[src/rtl/bus_lane_steer.sv]
module bus_lane_steer #(
  parameter int ADDR_W = 30
) (
  input  logic              clk,
  input  logic              rst_n,
  input  logic              req_valid,
  input  logic              req_write,
  input  logic [ADDR_W-1:0] req_addr,
  input  logic [3:0]        req_mask,
  input  logic [31:0]       req_wdata,
  output logic              busy,
  output logic              bus_act,
  output logic [ADDR_W-1:0] bus_addr,
  output logic              bus_write,
  output logic [3:0]        bus_be_n,
  output logic [31:0]       bus_wdata,
  input  logic [31:0]       bus_rdata,
  input  logic              bus_done,
  input  logic              bus_half_n,
  output logic              rsp_valid,
  output logic [31:0]       rsp_rdata
);

  typedef enum logic [1:0] {S_IDLE, S_FIRST, S_SECOND} st_t;

  st_t         st;
  logic [3:0]  r_mask;
  logic [31:0] r_wdata;
  logic [31:0] acc;

  logic [31:0] lane_mask;
  logic        hi_any, lo_any, narrow, need_second, final_done;
  logic [31:0] dup;

  assign lane_mask = {{8{r_mask[3]}}, {8{r_mask[2]}}, {8{r_mask[1]}}, {8{r_mask[0]}}};
  assign hi_any    = |r_mask[3:2];
  assign lo_any    = |r_mask[1:0];
  assign narrow    = ~bus_half_n;
  assign need_second = narrow & hi_any & lo_any;
  assign final_done  = bus_done & ((st == S_SECOND) | ((st == S_FIRST) & ~need_second));
  assign dup       = {r_wdata[31:16], r_wdata[31:16]};

  assign busy      = (st != S_IDLE);
  assign bus_act   = busy;
  assign rsp_rdata = acc;

  always_comb begin
    case (st)
      S_FIRST:  bus_be_n = ~r_mask;
      S_SECOND: bus_be_n = {~r_mask[3:2], 2'b11};
      default:  bus_be_n = 4'b1111;
    endcase
  end

  assign bus_wdata = !bus_write ? 32'h0 :
                     ((st == S_SECOND) || !lo_any) ? dup : r_wdata;

  always_ff @(posedge clk) begin
    if (!rst_n) begin
      st        <= S_IDLE;
      bus_addr  <= '0;
      bus_write <= 1'b0;
      r_mask    <= 4'h0;
      r_wdata   <= 32'h0;
      acc       <= 32'h0;
      rsp_valid <= 1'b0;
    end else begin
      rsp_valid <= final_done;
      case (st)
        S_IDLE: if (req_valid) begin
          st        <= S_FIRST;
          bus_addr  <= req_addr;
          bus_write <= req_write;
          r_mask    <= req_mask;
          r_wdata   <= req_wdata;
          acc       <= 32'h0;
        end
        S_FIRST: if (bus_done) begin
          if (!bus_write) begin
            if (!narrow)      acc <= bus_rdata & lane_mask;
            else if (!lo_any) acc <= {bus_rdata[15:0], 16'h0} & lane_mask;
            else              acc <= {16'h0, bus_rdata[15:0]} & lane_mask;
          end
          st <= need_second ? S_SECOND : S_IDLE;
        end
        S_SECOND: if (bus_done) begin
          if (!bus_write) acc[31:16] <= bus_rdata[15:0] & lane_mask[31:16];
          st <= S_IDLE;
        end
        default: st <= S_IDLE;
      endcase
    end
  end

endmodule

[config.mk]
export PLATFORM = sky130hd
export DESIGN_NAME = bus_lane_steer
export DESIGN_NICKNAME = d
export VERILOG_FILES = /design/src/rtl/bus_lane_steer.sv
export SDC_FILE = /design/constraint.sdc
export NUM_CORES = 1
export LEC_CHECK = 0
export CAP_MARGIN = 20
export CORE_AREA = 2 2 98 100
export DETAILED_ROUTE_END_ITERATION = 12
export DIE_AREA = 0 0 100 102
export DONT_BUFFER_PORTS = 1
export PLACE_DENSITY = 0.66
export REMOVE_ABC_BUFFERS = 1
export SYNTH_ARGS = -nofsm -noshare
export SYNTH_HDL_FRONTEND = slang
export SYNTH_SLANG_ARGS = --single-unit
[constraint.sdc]
create_clock -name clk -period 4.4 [get_ports clk]
set_input_delay 1.1 -clock clk [delete_from_list [all_inputs] [get_ports clk]]
set_output_delay 1.1 -clock clk [all_outputs]
set_load 0.01 [all_outputs]
# After elaboration in Yosys (flattened, before gate mapping)
# Index checks and enable logic that the tools add are counted.
# W data, S select, Z words.
# totals
reg_bits	102
# classes
bitwise	13
eq_ne	7
n_mux	17
n_reduce_logical	12
# ops
op	n
$mux W32	6
$and A32 B32 Y32	2
$mux W16	3
$pmux W16 S3	1
$and A16 B32 Y32	1
$pmux W16 S2	1
$and A16 B16 Y16	1
$ne A2 B2 Y1 const B	5
$mux W2	4
$pmux W4 S2	1
$pmux W2 S3	1
$reduce_and A6 Y1	1
$and A1 B1 Y1	4
$not A4 Y4	1
$reduce_and A4 Y1	1
$reduce_bool A2 Y1	2
$reduce_or A2 Y1	2
$reduce_and A3 Y1	1
$reduce_bool A3 Y1	1
$eq A2 B1 Y1 const B	1
$eq A2 B2 Y1 const B	1
$logic_not A2 Y1	1
$not A1 Y1	2
$not A2 Y2	1
4 further kinds	4

# Longest topological paths before layout
# Gate-level depths: netlist of run 1.
# logic_depth
word_depth	7
depth_mapped	8
mapped_depth_nobuf	6

# Worst setup path before layout of run 1
# No wires, ideal clock.
# synth_timing
kind	register to output
from	reg st[0]
to	out bus_wdata[10]
arrival_ns	1.624
stages_incl_launch_ff	7
required_time_ns	3.300
slack_ns	1.676
cell_sequence	dfxtp_1 inv_1 ha_1 nor2_1 clkbuf_1 nand2_1 a21boi_0
# synth_between
elab_chain_len	4
# synth_lines
element	line_no	rtl
start, declared	26	st_t st;
start signal, assigned	84	st <= need_second ? S_SECOND : S_IDLE;
$eq A2 B2 Y1	56	((st == S_SECOND) || !lo_any) ? dup : r_wdata;
$logic_or A1 B1 Y1	56	
$mux W16	56	
$mux W32	55	assign bus_wdata = !bus_write ? 32'h0 :
end, declared	16	output logic [31:0] bus_wdata,
# No other way between the ends.

# Worst setup path in the final report of run 1
# layout_timing
from	reg st[0]
to	out bus_wdata[6]
# The elaborated chain is that of the path after synthesis.

==> metrics.cfg, run 1 <==
[setup_path]
worst_path_largest_cell_delay_ns = 0.56
rr_startpoint = st[1]$_SDFFE_PN0P_
worstReg2RegEnd = rsp_rdata[14]$_SDFFE_PN0P_
critical_path.top_delay_family = compound AO/OA/AOI/OAI gates
worstPathBufferInverterCount = 1
critical_path.cell_chain = inv_1 > ha_1 > or2_2 > nand2_1 > a21boi_0
startpoint_type = register
crit_path_top_delay_cell = sky130_fd_sc_hd__a21boi_0
timing.reg2reg.worst_path_depth = 5
worst-setup-path-type = register to output port
timing.critical_path.to_type = output port
timing.critical_path.from = st[0]$_SDFFE_PN0P_
timing.reg2reg.setup_slack_ns = 2.14
critPathRequiredTime_ns = 3.30
cp.arrival_ns = 2.08
crit_fanout = 16

[yosys]
count_of_mapped_cells_out_of_synthesis = 571
ys_seq_elements = 102
ys_warn_count = 0
syn_area_per_cell_um2 = 7.79
yosys.cell_types.count = 29
seq_area_frac_synth_pct = 45.9
synth.top_cell.area_share_pct = 45.9
synth_area_um2 = 4450
post-synth-top-area-cell = sky130_fd_sc_hd__dfxtp_1
ys_top_cells_by_area = sky130_fd_sc_hd__dfxtp_1, sky130_fd_sc_hd__nand2_1, sky130_fd_sc_hd__a21boi_0

[global_route]
grt_use_met3_pct = 8.14
grt_overflow = 0
global_route.usage.met2_pct = 35.6
grt_pass1_vias = 3476
antenna_found_initial = 0
grt_util_met1_pct = 24.3
largest_net_degree_at_the_start_of_global_routing = 92
grt_first_pass_wirelength_mm = 16.9
globalRouteTotalUtil_pct = 20.8
grt_busiest_layer = met2

[cells_and_area]
insertedDiodeCount = 0
n_fill_cell = 890
multi_input_gate_area_um2 = 2180
areaGrowthSynthToFinish_pct = 4.02
finalNetCount = 650
seq_area_um2 = 2040
final-instance-count-excl-fill = 657
drive_gt1_share_pct = 4.76
stdcell_area_um2 = 4630

[cts]
cts.sink_count = 102
htreeDepth = 3
postCtsHoldBufs = 0
cts_tree = built
cts_inserted_buffers = 9
cts_max_path_buffers = 2
cts.repair.resized = 0
worst_skew_pair.late_latency_ns = 0.36
postCtsSetupBuffers = 0
root_buffer = sky130_fd_sc_hd__clkbuf_8
clock_transition_at_path_regs_ns = 0.10

[route]
drt_pass1_iterations = 4
wl_cell_um = 16.6
route.detailed.drc = 0
initialDrtViolationCount = 141
viasPerCell = 5.52
number_of_nets_with_antenna_violations_after_detailed_routing = 0
route.final.wire_length_mm = 10.9
dr_total_vias = 3627

[sta]
final.setup.tns_ns = 0
drv_slew = 0
setup-violations-final = 0
finalWorstSetupSlack_ns = 1.22
slew-limit-headroom_pct = 29.3
post-route-period-util_pct = 72.3
final_hold_viol_count = 0
max_freq_mhz = 314
clock-skew-final_ns = 0.0132
grt_setup_unrepaired = no
final.min_clock_period_ns = 3.18
tightest_slew_ns = 1.06

[place]
port-buffer-count = 0
gp_congestion = 0.783
placed_cell_area_um2 = 4410
dp.cells = 639
worst_setup_timing_slack_at_the_placement_stage_ns = 1.59
dp_hpwl_mm = 7.53

[power]
total_power_uw = 1850
total_power_per_unit_cell_area_nw_per_um2 = 399
power.ir.vdd_worst_mv = 0.189
total_leakage_power_uw = 0.00164

[min_path]
hp-class = register to register
worst_hold_path.endpoint = r_wdata[14]$_SDFFE_PN0P_
whs_path_depth = 2
worst_hold_start = r_wdata[14]$_SDFFE_PN0P_

[floorplanning]
num_rows = 35
floorplan.initialDensity_pct = 48.8
boundaryPins = 206
placeableCoreArea_um2 = 9110
die_height_um = 102
die_area_um2 = 10200
die-width_um = 100

[run_status]
status = completed

[flow_run]
max_cap_viol_count = 0

## metrics by stage
stage | utilization (%) | hold slack [ns]
6_report | 50.8 | 0.466
5_1_grt | 50.8 | 0.499
4_1_cts | 50.6 | 0.470
3_5_place_dp | 48.4 | 0.456
3_3_place_gp | 48.4 | 0.451
2_1_floorplan | - | 0.444
## registers in the layout (all words and copies together) (netlist names)
signal and cells:
rsp_rdata 32, bus_addr 30, st 2, r_mask 4
bus_write 1, r_wdata 32, rsp_valid 1
## per-layer routing
metal	wire [um]	up-vias
met5	0	-
met4	140	0
met2	5250	134
met3	967	14
li1	-	1804
met1	4570	1675
## how the worst max path moves through the flow
stage                               to  slack (ns)  cells after the start
after floorplan           bus_wdata[0]        1.67                      5
after global placement    bus_wdata[6]        1.64                      5
after detailed placement  bus_wdata[6]        1.59                      5
after CTS                 bus_wdata[6]        1.19                      5
after global routing      bus_wdata[6]        1.02                      5
final                     bus_wdata[6]        1.22                      5
## synthesized netlist by cell type (all sizes together)
cell type  instances
and3               5
or2                1
o21ai             38
nor2b              5
and3b              1
nor2               4
nand2            217
o31ai              1
a21boi            83
nand2b             1
buf               16
a22o              16
inv                6
dfxtp            102
o211a              1
a21oi              1
and2              17
ha                 5
nand3             17
mux2i              1
o221ai             1
clkbuf            31
a31oi              1
## worst register-to-register path, stage by stage, from the launching register on
cell and delay (ns):
sky130_fd_sc_hd__dfxtp_1 0.39, sky130_fd_sc_hd__inv_1 0.10, sky130_fd_sc_hd__ha_1 0.32, sky130_fd_sc_hd__and3b_1 0.23, sky130_fd_sc_hd__o21ai_2 0.82, sky130_fd_sc_hd__o21ai_0 0.25
## cells in the final DEF (no fill, tap or decap), drive strengths merged
cell type,synthesis,final
nand2,217,217
dfxtp,102,102
a21boi,83,83
o21ai,38,38
nand3,17,17
and2,17,17
a22o,16,16
clkbuf,31,9
inv,6,9
buf,16,6
nor2b,5,5
and3,5,5
ha,5,5
nor2,4,4
clkinv,0,2
or2,1,1
nand2b,1,1
o211a,1,1
a31oi,1,1
and3b,1,1
mux2i,1,1
o221ai,1,1
a21oi,1,1
o31ai,1,1
clkinvlp,0,1
bufinv,0,1
## final cells by class
cell class	count	area share, %
repair buffers	6	0.974
inverters	6	0.487
clock inverters	7	1.68
multi-input cells	416	47.0
well taps	111	3.00
clock buffers	9	2.68
flip-flops and latches	102	44.1
## power breakdown
group,internal [uW],leakage [uW],switching [uW]
combinational,68.4,0.000710,150
sequential,973,0.000833,49.8
clock,270,0.000101,337
total,1310,0.00164,537
## cell families after synthesis
kind of cell	share of synthesized area, %
mux	0.225
simple gates	24.8
buf+inv	5.32
flops	45.9
compound gates	22.3
fa+ha+maj	1.41
Power figures use the tool's default switching activity.
==> run 2: changes to the inputs <==
clock period = 3.1 ns   (was 4.4 ns; I/O delays follow)
==> run 2 against run 1 <==
Register-to-register slack worse by 1.1 ns. Flip-flop and latch count is the same. Count of clock-buffer cells in the layout is 3 higher. Global-route usage decreased by 0.41 points. Sequential power increased by 42%. Final cell count rose by 0.30%. Critical path type unchanged. Critical endpoint unchanged. Highest routed layer unchanged.
==> metrics.cfg, run 2 (synthesis results as in run 1) <==
[sta]
setup-violations-final = 0
max_freq_mhz = 364
final.min_clock_period_ns = 2.74
post-route-period-util_pct = 88.5
tightest_slew_ns = 0.658
final_hold_viol_count = 0
slew-limit-headroom_pct = 56.1
grt_setup_unrepaired = no
drv_slew = 0
final.setup.tns_ns = 0
clock-skew-final_ns = 0.0132

[cells_and_area]
insertedDiodeCount = 0
n_fill_cell = 890
areaGrowthSynthToFinish_pct = 5.12
seq_area_um2 = 2040
drive_gt1_share_pct = 4.93
final_cell_mix = sky130_fd_sc_hd__nand2_1, sky130_fd_sc_hd__dfxtp_1, sky130_fd_sc_hd__a21boi_0, sky130_fd_sc_hd__o21ai_0, sky130_fd_sc_hd__nand3_1
finalNetCount = 652
final_common_cell = sky130_fd_sc_hd__nand2_1
multi_input_gate_area_um2 = 2180
stdcell_area_um2 = 4670

[setup_path]
startpoint_type = register
worst-setup-path-type = register to output port
cp.arrival_ns = 1.97
timing.critical_path.from = st[0]$_SDFFE_PN0P_
critPathRequiredTime_ns = 2.32
rr_startpoint = st[1]$_SDFFE_PN0P_
crit_fanout = 16
timing.critical_path.to_type = output port

[flow_run]
max_cap_viol_count = 0

[route]
met1_routed_length_mm = 4.57
met2RoutedLength_mm = 5.21
dr_total_vias = 3613
viasPerCell = 5.48
number_of_nets_with_antenna_violations_after_detailed_routing = 0
initialDrtViolationCount = 116
route.final.wire_length_mm = 10.9
drt_pass1_iterations = 4
routed.top_layer = met4
met3_length_um = 932
wl_cell_um = 16.5
route.detailed.drc = 0

[place]
placed_cell_area_um2 = 4460
gp_congestion = 0.776
port-buffer-count = 0
dp_hpwl_mm = 7.63

[cts]
htreeDepth = 3
worst_skew_pair.late_latency_ns = 0.36
clock_transition_at_path_regs_ns = 0.09
postCtsSetupBuffers = 0
cts_max_path_buffers = 2
root_buffer = sky130_fd_sc_hd__clkbuf_8
postCtsHoldBufs = 0
cts_inserted_buffers = 9
cts.repair.resized = 0
cts_tree = built
cts.sink_count = 102

[global_route]
globalRouteTotalUtil_pct = 20.4
antenna_found_initial = 0
grt_first_pass_wirelength_mm = 16.6
grt_overflow = 0
largest_net_degree_at_the_start_of_global_routing = 92
grt_pass1_vias = 3307

[floorplanning]
boundaryPins = 206
die_area_um2 = 10200
num_rows = 35
die_height_um = 102
placeableCoreArea_um2 = 9110
floorplan.initialDensity_pct = 48.8
die-width_um = 100

[power]
total_leakage_power_uw = 0.00166
total_power_per_unit_cell_area_nw_per_um2 = 565
power.ir.vdd_worst_mv = 0.298

[run_status]
status = completed

[min_path]
worst_hold_start = r_wdata[11]$_SDFFE_PN0P_
hp-class = register to register

==> run 2: final timing paths <==
check,end,slack (ns),cells after the start
setup / recovery,bus_wdata[6],0.36,6
hold / removal,r_wdata[11]$_SDFFE_PN0P_,0.47,2
setup reg to reg,rsp_rdata[24]$_SDFFE_PN0P_,1.00,6
hold reg to reg,r_wdata[11]$_SDFFE_PN0P_,0.47,2
==> run 2: layer usage <==
layer  vias up  track usage (%)
met5         -                0
met4         0             7.90
met3        16             6.63
met2       147             33.3
met1      1646             25.3
li1       1804                -
==> run 2: stage by stage <==
stage | total power, uW | setup WS, ns | cells | hold slack (ns) | util, %
after detailed placement | 1810 | 0.727 | 643 | 0.456 | 49.0
after CTS | 2670 | 0.321 | 659 | 0.471 | 51.3
after global placement | 1800 | 0.781 | 643 | 0.453 | 49.0
final | 2640 | 0.356 | 659 | 0.467 | 51.3
after global routing | 2780 | 0.177 | 659 | 0.488 | 51.3
after floorplan | 1690 | 0.699 | 524 | 0.444 | -
==> run 2: worst max-delay path: stages, from the launching register on <==
cell and delay (ns):
sky130_fd_sc_hd__dfxtp_1 0.39, sky130_fd_sc_hd__inv_1 0.11, sky130_fd_sc_hd__ha_1 0.27, sky130_fd_sc_hd__or2_2 0.47, sky130_fd_sc_hd__nand2_1 0.11, sky130_fd_sc_hd__a21boi_0 0.10, sky130_fd_sc_hd__buf_4 0.17
==> run 2: final cells by class <==
| type | count | share of cell area, % |
|---|---|---|
| Clock inverter | 4 | 1.18 |
| Sequential cell | 102 | 43.7 |
| Clock buffer | 12 | 3.32 |
| Multi-Input combinational cell | 416 | 46.5 |
| Timing Repair Buffer | 8 | 1.82 |
| Tap cell | 111 | 2.97 |
| Inverter | 6 | 0.482 |
==> run 2: where the power goes <==
part | switching [uW] | internal, uW
clock | 446 | 421
combinational | 215 | 108
sequential | 72.6 | 1380
total | 734 | 1910
==> run 3: changes to the inputs <==
CORE_AREA = 4 4 111 92   (was 2 2 98 100)
CTS_CLUSTER_SIZE = 14   (was unset)
DIE_AREA = 0 0 115 96   (was 0 0 100 102)
==> run 3 against run 2 <==
Final cell count rose by 0.91%. Clock power increased by 25%. Clock skew decreased by 0.0055 ns. Non-clock buffer count is 2 higher. Global-route usage shrank 0.84 points. Critical path type unchanged. Sequential power about the same. Combinational power decreased by 2%. Critical path depth unchanged. Critical endpoint is now bus_wdata[3]. Routed wire length up 0.30%. Fmax grew 3.2%.
==> metrics.cfg, run 3 (synthesis results as in run 1) <==
[floorplanning]
placeableCoreArea_um2 = 9000
die-width_um = 115
num_rows = 31
boundaryPins = 206
floorplan.initialDensity_pct = 49.4
die_height_um = 96
die_area_um2 = 11000

[cts]
cts_max_path_buffers = 2
clock_transition_at_path_regs_ns = 0.07
postCtsSetupBuffers = 0
cts_inserted_buffers = 9
cts.repair.resized = 0
postCtsHoldBufs = 0
htreeDepth = 3
cts_tree = built
worst_skew_pair.late_latency_ns = 0.34
cts.sink_count = 102
root_buffer = sky130_fd_sc_hd__clkbuf_16

[power]
total_power_per_unit_cell_area_nw_per_um2 = 600
total_power_uw = 2860
total_leakage_power_uw = 0.00171
power.ir.vdd_worst_mv = 0.413

[global_route]
globalRouteTotalUtil_pct = 19.6
antenna_found_initial = 0
largest_net_degree_at_the_start_of_global_routing = 92
grt_pass1_vias = 3413
grt_overflow = 0
grt_first_pass_wirelength_mm = 17.1

[setup_path]
cp.arrival_ns = 1.88
critical_path.cell_chain = inv_1 > ha_1 > or2_2 > nand2_1 > a21boi_0 > buf_4
startpoint_type = register
timing.critical_path.to_type = output port
worst_path_largest_cell_delay_ns = 0.46
worst-setup-path-type = register to output port
critPathRequiredTime_ns = 2.32
timing.reg2reg.worst_path_depth = 5
worstPathBufferInverterCount = 2
critical_path.top_delay_family = simple AND/OR/NAND/NOR gates
crit_fanout = 16
cp_num_cells = 6
crit_path_top_delay_cell = sky130_fd_sc_hd__or2_2

[sta]
slew-limit-headroom_pct = 41.0
final.min_clock_period_ns = 2.66
grt_setup_unrepaired = no
final.setup.tns_ns = 0
max_freq_mhz = 376
clock-skew-final_ns = 0.00773
post-route-period-util_pct = 85.8
setup-violations-final = 0
drv_slew = 0
tightest_slew_ns = 0.883
final_hold_viol_count = 0

[min_path]
whs_path_depth = 2
hp-class = register to register

[route]
viasPerCell = 5.38
initialDrtViolationCount = 186
route.final.wire_length_mm = 10.9
wl_cell_um = 16.4
number_of_nets_with_antenna_violations_after_detailed_routing = 0
drt_pass1_iterations = 4
route.detailed.drc = 0
dr_total_vias = 3579

[cells_and_area]
n_fill_cell = 853
areaGrowthSynthToFinish_pct = 7.15
multi_input_gate_area_um2 = 2180
finalNetCount = 654
final_common_cell = sky130_fd_sc_hd__nand2_1
final_util_pct = 52.9
final_cell_mix = sky130_fd_sc_hd__nand2_1, sky130_fd_sc_hd__dfxtp_1, sky130_fd_sc_hd__a21boi_0, sky130_fd_sc_hd__o21ai_0, sky130_fd_sc_hd__nand3_1
insertedDiodeCount = 0
seq_area_um2 = 2040
drive_gt1_share_pct = 5.45

[run_status]
status = completed

[flow_run]
max_cap_viol_count = 0

[place]
dp_hpwl_mm = 7.85
gp_congestion = 0.766
port-buffer-count = 0

## run 3: cell type report
type | instances | area share [%]
sequential | 102 | 42.9
tap | 115 | 3.02
clock inverter | 6 | 1.13
multi-input combinational | 416 | 45.7
clock buffer | 10 | 5.02
inverter | 6 | 0.473
timing repair buffer | 10 | 1.84
## run 3: final timing paths
kind | slack (ns) | startpoint | endpoint
max | 0.44 | st[0]$_SDFFE_PN0P_ | bus_wdata[3]
min reg2reg | 0.46 | r_wdata[8]$_SDFFE_PN0P_ | r_wdata[8]$_SDFFE_PN0P_
max reg2reg | 0.93 | bus_write$_SDFFE_PN0P_ | rsp_rdata[28]$_SDFFE_PN0P_
min | 0.46 | r_wdata[8]$_SDFFE_PN0P_ | r_wdata[8]$_SDFFE_PN0P_
## run 3: metal layers
metal	global-route usage, %	up-vias	wire length [um]
li1	-	1809	-
met1	22.6	1638	4340
met2	32.8	125	5360
met3	9.93	7	1160
met4	4.30	0	87
met5	0	-	0
## run 3: where the power goes
part / leakage (uW) / internal, uW / total [uW] / switching (uW)
Clock: 0.000142 / 581 / 1080 / 504
Combinational: 0.000735 / 107 / 317 / 210
Sequential: 0.000833 / 1380 / 1460 / 74.6
## run 3: through the flow
| stage | area, um2 | cells | hold slack, ns | setup WS [ns] |
|---|---|---|---|---|
| after floorplan | 4230 | 524 | 0.444 | 0.699 |
| after global placement | 4470 | 649 | 0.453 | 0.832 |
| after detailed placement | 4470 | 649 | 0.457 | 0.801 |
| after CTS | 4760 | 665 | 0.467 | 0.422 |
| after global routing | 4760 | 665 | 0.484 | 0.278 |
| final | 4760 | 665 | 0.464 | 0.440 |
## run 3: worst min-delay path, cell delays in order, from the launching register on
cell and delay, ns:
sky130_fd_sc_hd__dfxtp_1 0.31, sky130_fd_sc_hd__nand2_1 0.05, sky130_fd_sc_hd__a21boi_0 0.06
